### src/rtl/pswd_pkg.sv
package pswd_pkg;

    typedef enum logic {
        PAIR_LOW  = 1'b0,
        PAIR_HIGH = 1'b1
    } pair_sel_e;

    // base modulus P of the selected pair; the prescaler also offers P+1
    function automatic int unsigned base_mod(bit high_band, pair_sel_e sel);
        if (high_band) return (sel == PAIR_HIGH) ? 64 : 32;
        return (sel == PAIR_HIGH) ? 16 : 8;
    endfunction

endpackage

### src/rtl/pswd_shadow.sv
module pswd_shadow
    import pswd_pkg::*;
#(
    parameter int A_W = 6,
    parameter int B_W = 11,
    parameter int R_W = 14
) (
    input  logic           clk,
    input  logic           rst,
    input  logic           load_i,
    input  logic [A_W-1:0] a_i,
    input  logic [B_W-1:0] b_i,
    input  pair_sel_e      sel_i,
    input  logic [R_W-1:0] r_i,
    input  logic           fb_bnd_i,
    input  logic           ref_bnd_i,
    output logic           fb_pend_o,
    output logic [A_W-1:0] a_o,
    output logic [B_W-1:0] b_o,
    output pair_sel_e      sel_o,
    output logic           ref_pend_o,
    output logic [R_W-1:0] r_o,
    output logic           invalid_o
);

    typedef struct packed {
        logic           fb_v;
        logic [A_W-1:0] a;
        logic [B_W-1:0] b;
        pair_sel_e      sel;
        logic           ref_v;
        logic [R_W-1:0] r;
        logic           inv;
    } shadow_t;

    shadow_t st_d, st_q;
    logic    bad_w;

    // the swallow scheme needs at least one main period and B >= A
    assign bad_w = (b_i == '0) || (b_i < B_W'(a_i));

    always_comb begin
        st_d = st_q;
        if (fb_bnd_i)  st_d.fb_v  = 1'b0;
        if (ref_bnd_i) st_d.ref_v = 1'b0;
        if (load_i) begin
            if (bad_w) begin
                st_d.inv = 1'b1;
            end else begin
                st_d.inv   = 1'b0;
                st_d.fb_v  = 1'b1;
                st_d.a     = a_i;
                st_d.b     = b_i;
                st_d.sel   = sel_i;
                st_d.ref_v = 1'b1;
                st_d.r     = r_i;
            end
        end
    end

    always_ff @(posedge clk) begin
        if (rst) st_q <= '0;
        else     st_q <= st_d;
    end

    assign fb_pend_o  = st_q.fb_v;
    assign a_o        = st_q.a;
    assign b_o        = st_q.b;
    assign sel_o      = st_q.sel;
    assign ref_pend_o = st_q.ref_v;
    assign r_o        = st_q.r;
    assign invalid_o  = st_q.inv;

    // a refused load never arms the shadow copy
    assert_refused_not_armed_R3: assert property (@(posedge clk) disable iff (rst)
        (load_i && bad_w && !st_q.fb_v) |=> !st_q.fb_v);

    // an armed shadow copy holds a realisable setting
    assert_armed_is_valid_R3: assert property (@(posedge clk) disable iff (rst)
        st_q.fb_v |-> (st_q.b != '0 && st_q.b >= B_W'(st_q.a)));

endmodule

### src/rtl/pswd_fb_div.sv
module pswd_fb_div
    import pswd_pkg::*;
#(
    parameter int          A_W       = 6,
    parameter int          B_W       = 11,
    parameter bit          HIGH_BAND = 1'b0,
    parameter int unsigned DEF_A     = 1,
    parameter int unsigned DEF_B     = 2,
    parameter pair_sel_e   DEF_SEL   = PAIR_LOW
) (
    input  logic           clk,
    input  logic           rst,
    input  logic           pend_i,
    input  logic [A_W-1:0] a_i,
    input  logic [B_W-1:0] b_i,
    input  pair_sel_e      sel_i,
    output logic           bnd_o,
    output logic           pulse_o
);

    localparam int P_MAX = HIGH_BAND ? 64 : 16;
    localparam int PRE_W = $clog2(P_MAX + 1);

    typedef struct packed {
        logic [PRE_W-1:0] pre;   // input cycles left in this prescaler period, minus one
        logic [A_W-1:0]   swal;  // prescaler periods still at P+1
        logic [B_W-1:0]   main;  // prescaler periods left in this output period
        logic [A_W-1:0]   a;
        logic [B_W-1:0]   b;
        pair_sel_e        sel;
        logic             pulse;
    } fb_t;

    fb_t fb_d, fb_q;
    logic [A_W-1:0] swal_nx;

    function automatic logic [PRE_W-1:0] start_pre(logic [A_W-1:0] swal, pair_sel_e sel);
        int unsigned m;
        m = base_mod(HIGH_BAND, sel);
        return (swal != '0) ? PRE_W'(m) : PRE_W'(m - 1);
    endfunction

    assign bnd_o   = (fb_q.pre == '0) && (fb_q.main == B_W'(1));
    assign swal_nx = (fb_q.swal != '0) ? fb_q.swal - 1'b1 : fb_q.swal;

    always_comb begin
        fb_d       = fb_q;
        fb_d.pulse = 1'b0;
        if (fb_q.pre != '0) begin
            fb_d.pre = fb_q.pre - 1'b1;
        end else if (bnd_o) begin
            fb_d.pulse = 1'b1;
            if (pend_i) begin
                fb_d.a   = a_i;
                fb_d.b   = b_i;
                fb_d.sel = sel_i;
            end
            fb_d.swal = fb_d.a;
            fb_d.main = fb_d.b;
            fb_d.pre  = start_pre(fb_d.a, fb_d.sel);
        end else begin
            fb_d.swal = swal_nx;
            fb_d.main = fb_q.main - 1'b1;
            fb_d.pre  = start_pre(swal_nx, fb_q.sel);
        end
    end

    always_ff @(posedge clk) begin
        if (rst) begin
            fb_q.a     <= A_W'(DEF_A);
            fb_q.b     <= B_W'(DEF_B);
            fb_q.sel   <= DEF_SEL;
            fb_q.swal  <= A_W'(DEF_A);
            fb_q.main  <= B_W'(DEF_B);
            fb_q.pre   <= start_pre(A_W'(DEF_A), DEF_SEL);
            fb_q.pulse <= 1'b0;
        end else begin
            fb_q <= fb_d;
        end
    end

    assign pulse_o = fb_q.pulse;

    assert_main_nonzero_R1: assert property (@(posedge clk) disable iff (rst)
        fb_q.main != '0);

    assert_single_pulse_R1: assert property (@(posedge clk) disable iff (rst)
        fb_q.pulse |=> !fb_q.pulse);

    assert_swallow_within_main_R8: assert property (@(posedge clk) disable iff (rst)
        B_W'(fb_q.swal) <= fb_q.main);

    assert_pre_in_range_R2: assert property (@(posedge clk) disable iff (rst)
        fb_q.pre <= PRE_W'(base_mod(HIGH_BAND, fb_q.sel)));

endmodule

### src/rtl/pswd_ref_div.sv
module pswd_ref_div #(
    parameter int          R_W   = 14,
    parameter int unsigned DEF_R = 4
) (
    input  logic           clk,
    input  logic           rst,
    input  logic           ref_en_i,
    input  logic           pend_i,
    input  logic [R_W-1:0] r_i,
    output logic           bnd_o,
    output logic           pulse_o
);

    typedef struct packed {
        logic [R_W-1:0] cnt;
        logic [R_W-1:0] r;
        logic           pulse;
    } rd_t;

    rd_t rd_d, rd_q;
    logic last_w;

    // ratios 0 and 1 both pass every strobe through
    assign last_w = (rd_q.r < R_W'(2)) ? (rd_q.cnt == '0) : (rd_q.cnt == rd_q.r - 1'b1);
    assign bnd_o  = ref_en_i && last_w;

    always_comb begin
        rd_d       = rd_q;
        rd_d.pulse = 1'b0;
        if (ref_en_i) begin
            if (last_w) begin
                rd_d.pulse = 1'b1;
                rd_d.cnt   = '0;
                if (pend_i) rd_d.r = r_i;
            end else begin
                rd_d.cnt = rd_q.cnt + 1'b1;
            end
        end
    end

    always_ff @(posedge clk) begin
        if (rst) begin
            rd_q.cnt   <= '0;
            rd_q.r     <= R_W'(DEF_R);
            rd_q.pulse <= 1'b0;
        end else begin
            rd_q <= rd_d;
        end
    end

    assign pulse_o = rd_q.pulse;

    assert_pulse_after_strobe_R9: assert property (@(posedge clk) disable iff (rst)
        rd_q.pulse |-> $past(ref_en_i));

    assert_count_held_R9: assert property (@(posedge clk) disable iff (rst)
        !ref_en_i |=> $stable(rd_q.cnt));

    assert_count_in_range_R5: assert property (@(posedge clk) disable iff (rst)
        (rd_q.r >= R_W'(2)) |-> (rd_q.cnt < rd_q.r));

endmodule

### src/rtl/pswd_divider.sv
module pswd_divider
    import pswd_pkg::*;
#(
    parameter int          A_W       = 6,
    parameter int          B_W       = 11,
    parameter int          R_W       = 14,
    parameter bit          HIGH_BAND = 1'b0,
    parameter int unsigned DEF_A     = 1,
    parameter int unsigned DEF_B     = 2,
    parameter bit          DEF_PAIR  = 1'b0,
    parameter int unsigned DEF_R     = 4
) (
    input  logic           clk,
    input  logic           rst,
    input  logic           ref_en,
    input  logic           cfg_load,
    input  logic [A_W-1:0] cfg_a,
    input  logic [B_W-1:0] cfg_b,
    input  logic           cfg_pair,
    input  logic [R_W-1:0] cfg_r,
    output logic           fb_pulse,
    output logic           ref_pulse,
    output logic           cfg_invalid
);

    localparam pair_sel_e DEF_SEL = pair_sel_e'(DEF_PAIR);

    logic           fb_pend, ref_pend, fb_bnd, ref_bnd;
    logic [A_W-1:0] sh_a;
    logic [B_W-1:0] sh_b;
    pair_sel_e      sh_sel;
    logic [R_W-1:0] sh_r;

    pswd_shadow #(.A_W(A_W), .B_W(B_W), .R_W(R_W)) u_shadow (
        .clk        (clk),
        .rst        (rst),
        .load_i     (cfg_load),
        .a_i        (cfg_a),
        .b_i        (cfg_b),
        .sel_i      (pair_sel_e'(cfg_pair)),
        .r_i        (cfg_r),
        .fb_bnd_i   (fb_bnd),
        .ref_bnd_i  (ref_bnd),
        .fb_pend_o  (fb_pend),
        .a_o        (sh_a),
        .b_o        (sh_b),
        .sel_o      (sh_sel),
        .ref_pend_o (ref_pend),
        .r_o        (sh_r),
        .invalid_o  (cfg_invalid)
    );

    pswd_fb_div #(
        .A_W(A_W), .B_W(B_W), .HIGH_BAND(HIGH_BAND),
        .DEF_A(DEF_A), .DEF_B(DEF_B), .DEF_SEL(DEF_SEL)
    ) u_fb (
        .clk     (clk),
        .rst     (rst),
        .pend_i  (fb_pend),
        .a_i     (sh_a),
        .b_i     (sh_b),
        .sel_i   (sh_sel),
        .bnd_o   (fb_bnd),
        .pulse_o (fb_pulse)
    );

    pswd_ref_div #(.R_W(R_W), .DEF_R(DEF_R)) u_ref (
        .clk      (clk),
        .rst      (rst),
        .ref_en_i (ref_en),
        .pend_i   (ref_pend),
        .r_i      (sh_r),
        .bnd_o    (ref_bnd),
        .pulse_o  (ref_pulse)
    );

    assert_reset_quiet_R7: assert property (@(posedge clk)
        rst |=> (!fb_pulse && !ref_pulse && !cfg_invalid));

endmodule

### config.mk
export PLATFORM = sky130hd
export DESIGN_NAME = pswd_divider
export DESIGN_NICKNAME = d
export VERILOG_FILES = /design/src/rtl/pswd_pkg.sv /design/src/rtl/pswd_shadow.sv /design/src/rtl/pswd_fb_div.sv /design/src/rtl/pswd_ref_div.sv /design/src/rtl/pswd_divider.sv
export SDC_FILE = /design/constraint.sdc
export NUM_CORES = 1
export LEC_CHECK = 0
export ABC_AREA = 1
export BUFFER_PORTS_ARGS = -buffer_cell sky130_fd_sc_hd__buf_2
export CAP_MARGIN = 10
export CORE_UTILIZATION = 49
export CTS_CLUSTER_SIZE = 8
export DETAILED_ROUTE_END_ITERATION = 8
export GPL_ROUTABILITY_DRIVEN = 0
export PLACE_DENSITY_LB_ADDON = 0.25
export SLEW_MARGIN = 20
export SYNTH_ARGS = -nofsm -noshare
export SYNTH_HDL_FRONTEND = slang
export SYNTH_HIERARCHICAL = 1
export SYNTH_SLANG_ARGS = --single-unit
### constraint.sdc
create_clock -name clk -period 2.7 [get_ports clk]
set_clock_uncertainty 0.05 [all_clocks]
set_input_delay 0.54 -clock clk [delete_from_list [all_inputs] [get_ports clk]]
set_output_delay 0.54 -clock clk [all_outputs]
set_load 0.03 [all_outputs]
# Word level (Yosys, flattened, before mapping)

Index checks and enable logic that the tools add are counted.

Register bits: 105
Input bits: 36
Output and inout bits: 3
Word-level logic and storage cells: 65

$add $sub $neg: 7
$lt $le $gt $ge: 2
Equal/unequal tests: 2
Mux-type cells: 19
Bitwise gates (word level): 3
Reduce and logical (&&, ||, !) cells: 15

Operators by type and width:

| kind                  | number |
|---|---|
| $mux 18               | 3 |
| $mux 35               | 1 |
| $mux 34               | 1 |
| $mux 5                | 5 |
| $mux 22               | 1 |
| $reduce_bool 6->1     | 3 |
| $sub 5x1->5 const B   | 3 |
| $add 14x1->14 const B | 1 |
| $eq 14x14->1          | 1 |
| $logic_not 14->1      | 1 |
| $lt 14x2->1 const B   | 1 |
| $mux 14               | 1 |
| $sub 14x1->14 const B | 1 |
| $eq 11x1->1 const B   | 1 |
| $logic_not 11->1      | 1 |
| $lt 11x6->1           | 1 |
| $sub 11x1->11 const B | 1 |
| $mux 1                | 6 |
| $mux 6                | 1 |
| $sub 6x1->6 const B   | 1 |
| $logic_not 5->1       | 1 |
| $reduce_bool 5->1     | 1 |
| $reduce_and 2->1      | 2 |
| $reduce_or 2->1       | 2 |
| 4 further kinds       | 7 |

# Depth between registers and ports, before layout

Word-level depth: 9
Mapped depth: 18
Depth with buffers taken out: 17

# Modules after synthesis

Netlist, hierarchy kept.

Modules (own cells, without submodules):

| module       | times used | cells each | area an instance (sq um) | sequential area each (sq um) |
|---|---|---|---|---|
| pswd_fb_div  | 1          | 353        | 2362.3                   | 820.8 |
| pswd_ref_div | 1          | 356        | 2123.3                   | 580.6 |
| pswd_shadow  | 1          | 260        | 1754.2                   | 700.7 |

# Least setup slack after synthesis

Ideal clock, no wire load.

Path kind: reg-to-reg
Start: reg u_ref/rd_q[1] in the netlist's numbering
End: reg u_ref/rd_q[10] in the netlist's numbering
Setup time: 110 ps
Arrival time: 1777 ps
Required time: 2540 ps
Slack: 763 ps
Cell stages (with the launch flop): 15
Buffers on the path: 1
Clock period less this slack: 1937 ps
Cell sequence: dfxtp_1 > inv_1 > ha_1 > xnor2_1 > nor2_1 > nand3_1 > nor2_1 > nand2_1 > nor2_1 > nand2_2 > nand2_4 > buf_2 > nand4_1 > nand2_1 > nor2_1

Word-level cells in the longest chain between the ends: 4
Elaborated cells on any way between the ends: 5
Those cells by class: 1 x add/sub; 1 x order compare; 1 x eq/ne; 1 x mux; 1 x reduce/logical

RTL lines:

| element                        | RTL line           | source |
|---|---|---|
| start: declaration             | pswd_ref_div.sv:20 | `rd_t rd_d, rd_q;` |
| start signal: assignment       | pswd_ref_div.sv:47 | `rd_q <= rd_d;` |
| $sub 14x1->14                  | pswd_ref_div.sv:24 | `assign last_w = (rd_q.r < R_W'(2)) ? (rd_q.cnt == '0) : (rd_q.cnt == rd_q.r - 1'b1);` |
| $eq 14x14->1                   | pswd_ref_div.sv:24 |  |
| $mux 1 (*)                     | pswd_ref_div.sv:24 |  |
| $reduce_and 3->1 (no line) (*) | n/a                |  |

Every way passes the cells marked *; elsewhere a longest branch is shown, timed or not.
A chain may end at the register's enable or synchronous reset.

# Worst setup path in the final report

Start: reg u_ref/rd_q[1] in the netlist's numbering
End: reg u_ref/rd_q[22] in the netlist's numbering

Word-level cells in the longest chain between the ends: 4
Elaborated cells on any way between the ends: 5
Those cells by class: 1 x add/sub; 1 x order compare; 1 x eq/ne; 2 x mux

RTL lines:

| element       | RTL line           | source |
|---|---|---|
| $sub 14x1->14 | pswd_ref_div.sv:24 |  |
| $eq 14x14->1  | pswd_ref_div.sv:24 |  |
| $mux 1 (*)    | pswd_ref_div.sv:24 |  |
| $mux 14 (*)   | pswd_ref_div.sv:31 | `if (last_w) begin` |

Marked as above.

==> impl_results.md <==
- Clock Pin Slew Worst Setup and Hold Paths: 0.07 ns
- Sequential area share after synthesis: 33.69%
- Multiplexer share of the synthesized area: 0%
- Worst Path Max Fanout: 16
- Largest family of logic cells by synthesized area: simple AND/OR/NAND/NOR gates
- Primary FF master, synth: dfxtp_1
- NumNets Final: 1,038
- Final Cycle Share: 87.13%
- First-pass GRT wire length: 23,800 um
- Routed wire length: 13,430 um
- Commonest cells after routing, fill and taps aside: nand2_1 (266), inv_1 (143), nor2_1 (113), dfxtp_1 (105), a21oi_1 (71)
- Reg2reg setup slack: 0.35 ns
- Die height: 114.8 um
- Status: completed
- CTS Hold Bufs: 0
- CTS buffer count: 9
- Avg Cell Area, Syn: 6.439 um2
- Placed cell count: 1,143
- CTS root buf: clkbuf_16
- Die width: 114.8 um
- Reg2reg end: u_ref/rd_q[22]
- Most common library cell in the layout ignoring fill and taps: nand2_1
- Vias per cell: 4.931
- Final Hold Violating Endpoints: 0
- CTS tree: done
- Unrepaired setup endpoints after global routing: no
- Drt wl/cell: 11.59 um
- Post-synth EDFFs: 0
- Finished Layout Cells: 1,159
- Yosys top cell area share: 33.69%
- Crit path arrival time: 2.52 ns
- Post-route ant nets: 0
- Clock sinks: 105
- I/O Buffers: 38
- CTS max path bufs: 2
- Synth unique cells: 40
- Fillers: 1,254
- Initial core utilization: 51.10%
- Synthesized instance count: 969
- Worst r2r src: u_ref/rd_q[1]
- Initial drt markers: 296
- CP Launch Type: flip-flop
- Yosys top cell by area: dfxtp_1
- Io pins: 39
- 1st-pass router iterations: 5
- Leak pwr: 3.333 nW
- Hold WC Path Type: flip-flop to flip-flop
- Worst-skew pair later-pin latency: 0.35 ns
- Max Cap Viol: 0
- PostCTS Resize Cnt: 0
- FF+latch count, synth: 105
- Slew @ Worst Pin: 0.5605 ns
- Htree depth: 3
- DRC violations left: 0
- Final slew viol count: 0
- N_diodes: 0
- Critical path class: flip-flop to flip-flop
- Final setup viols: 0
- P&R area growth vs syn: 8.542%
- Layout cells sized above 1: 9.586%
- Pwr Density: 610.4 nW/um2
- Initial antenna violation count: 0
- CP endpoint: u_ref/rd_q[22]
- Yosys warnings: 6
- Fraction of the mapped netlist area in compound gates: 10.07%
- GRT Util Overall: 22.19%
- Simple-gate share of the synthesized area: 36.39%
- Synthesized netlist net count: 1,021
- WP data required: 2.87 ns
- Postcts setup bufs: 0
- Worst r2r path cells: 16
- Grt ovf: 0
- Rel. slew slack: 62.58%
- Core box area: 12,210 um2
- Fmax: 425.1 MHz
- Worst setup EP type: flip-flop
- Mapped cell area: 6240 um2
- Post-Synth Adder-Cell Area: 3.208%
- Vias in the first global route: 5,123
- CP startpoint: u_ref/rd_q[1]
- Min cycle time layout: 2.352 ns
- Largest net degree at the start of global routing: 67
- Synth async-reset ratio: 0%
- Vias: 5,715
- Largest cells by area after synthesis: dfxtp_1 (34%), nand2_1 (16%), inv_1 (8.6%), nor2_1 (6.8%), a21oi_1 (5.7%)
- Synth Area in XOR/XNOR: 3.649%
- Cell Rows: 40
- Die area: 13,190 um2
- Max IR drop VDD: 0.3280 mV
- Setup TNS: 0 ns
- Hpwl dp: 9602 um
==> per-stage QoR <==
stage / total power [W] / utilization (%) / hold WS [ns] / setup slack (ns) / instance area (um2)
after floorplan: 0.002685 / - / 0.3862 / 0.7628 / 6240
after global placement: 0.002895 / 53.07 / 0.3929 / 0.4287 / 6481
after detailed placement: 0.002904 / 53.07 / 0.4002 / 0.3369 / 6481
after CTS: 0.004167 / 55.46 / 0.4167 / 0.3376 / 6773
after global routing: 0.004445 / 55.46 / 0.4315 / 0.004554 / 6773
final: 0.004134 / 55.46 / 0.4185 / 0.3476 / 6773
==> worst min-delay path by stage <==
stage,slack (ns),to,from,cells past startpoint
3_3_place_gp,0.39,u_fb/fb_q[3],u_fb/fb_q[3],1
6_report,0.42,u_fb/fb_q[13],u_fb/fb_q[13],1
5_1_grt,0.43,u_fb/fb_q[8],u_fb/fb_q[8],2
3_5_place_dp,0.40,u_fb/fb_q[3],u_fb/fb_q[3],1
2_1_floorplan,0.39,u_fb/fb_q[13],u_fb/fb_q[13],1
4_1_cts,0.42,u_shadow/invalid_o,cfg_load,3
==> sequential cells by signal, indices dropped and copies added (netlist names) <==
register	count
u_fb/fb_q	40
u_fb/pulse_o	1
u_ref/pulse_o	1
u_ref/rd_q	28
u_shadow/a_o	6
u_shadow/b_o	11
u_shadow/fb_pend_o	1
u_shadow/invalid_o	1
u_shadow/r_o	14
u_shadow/ref_pend_o	1
u_shadow/sel_o	1
==> Yosys cell counts, types with 11 or more instances <==
cell type	n
clkbuf_1	13
xor2_1	17
dfxtp_1	105
ha_1	16
nor3_1	11
inv_1	143
nand2_1	266
a21oi_1	71
o21ai_0	23
nand4_1	28
nand3_1	64
nor2_1	113
==> cell type report <==
cell class	count	area, um2	area share, %
sequential	105	2102	31.04
clock inverter	5	38.79	0.5727
clock buffer	11	252.7	3.732
multi-input combinational	676	3334	49.23
timing repair buffer	47	282.8	4.175
inverter	147	551.8	8.147
tap	168	210.2	3.104
==> power breakdown <==
group / leakage, nW / switching [W] / internal, W
Combinational: 2.33 / 0.000651 / 0.000412
Sequential: 0.858 / 0.000122 / 0.00169
Clock: 0.142 / 0.000579 / 0.000681
Total: 3.33 / 0.00135 / 0.00278
==> per-layer routing <==
layer / part of all wire [%] / vias to the layer above / GRT usage, % / wire length [um]
met5: 0 / - / 0 / 0
met4: 1.3 / 0 / 7.792 / 178
met3: 3.1 / 12 / 2.952 / 418
met2: 42 / 104 / 32.69 / 5638
met1: 54 / 2518 / 32.97 / 7193
li1: - / 3081 / - / -
==> cell families (layout without fill, tap and decap cells) <==
family                     Yosys count  after routing
buffers and inverters              188            210
AOI/OAI and AO/OA                  117            117
xor gates and xnor gates            26             26
DFF                                105            105
adders and majority gates           16             16
and+or+nand+nor                    517            517
==> critical path: stages, from the launching register on <==
cell,delay (ns)
dfxtp_1,0.36
inv_1,0.09
ha_1,0.26
inv_1,0.07
nand2_1,0.06
nand2_1,0.08
nand2_1,0.04
nand2_1,0.08
nand3_1,0.09
nor2_1,0.12
nand2_1,0.06
nor2_1,0.11
nand2_2,0.09
nand2_4,0.17
nand2_1,0.07
nand2_1,0.35
nor2_1,0.09
Power figures use the tool's default switching activity.
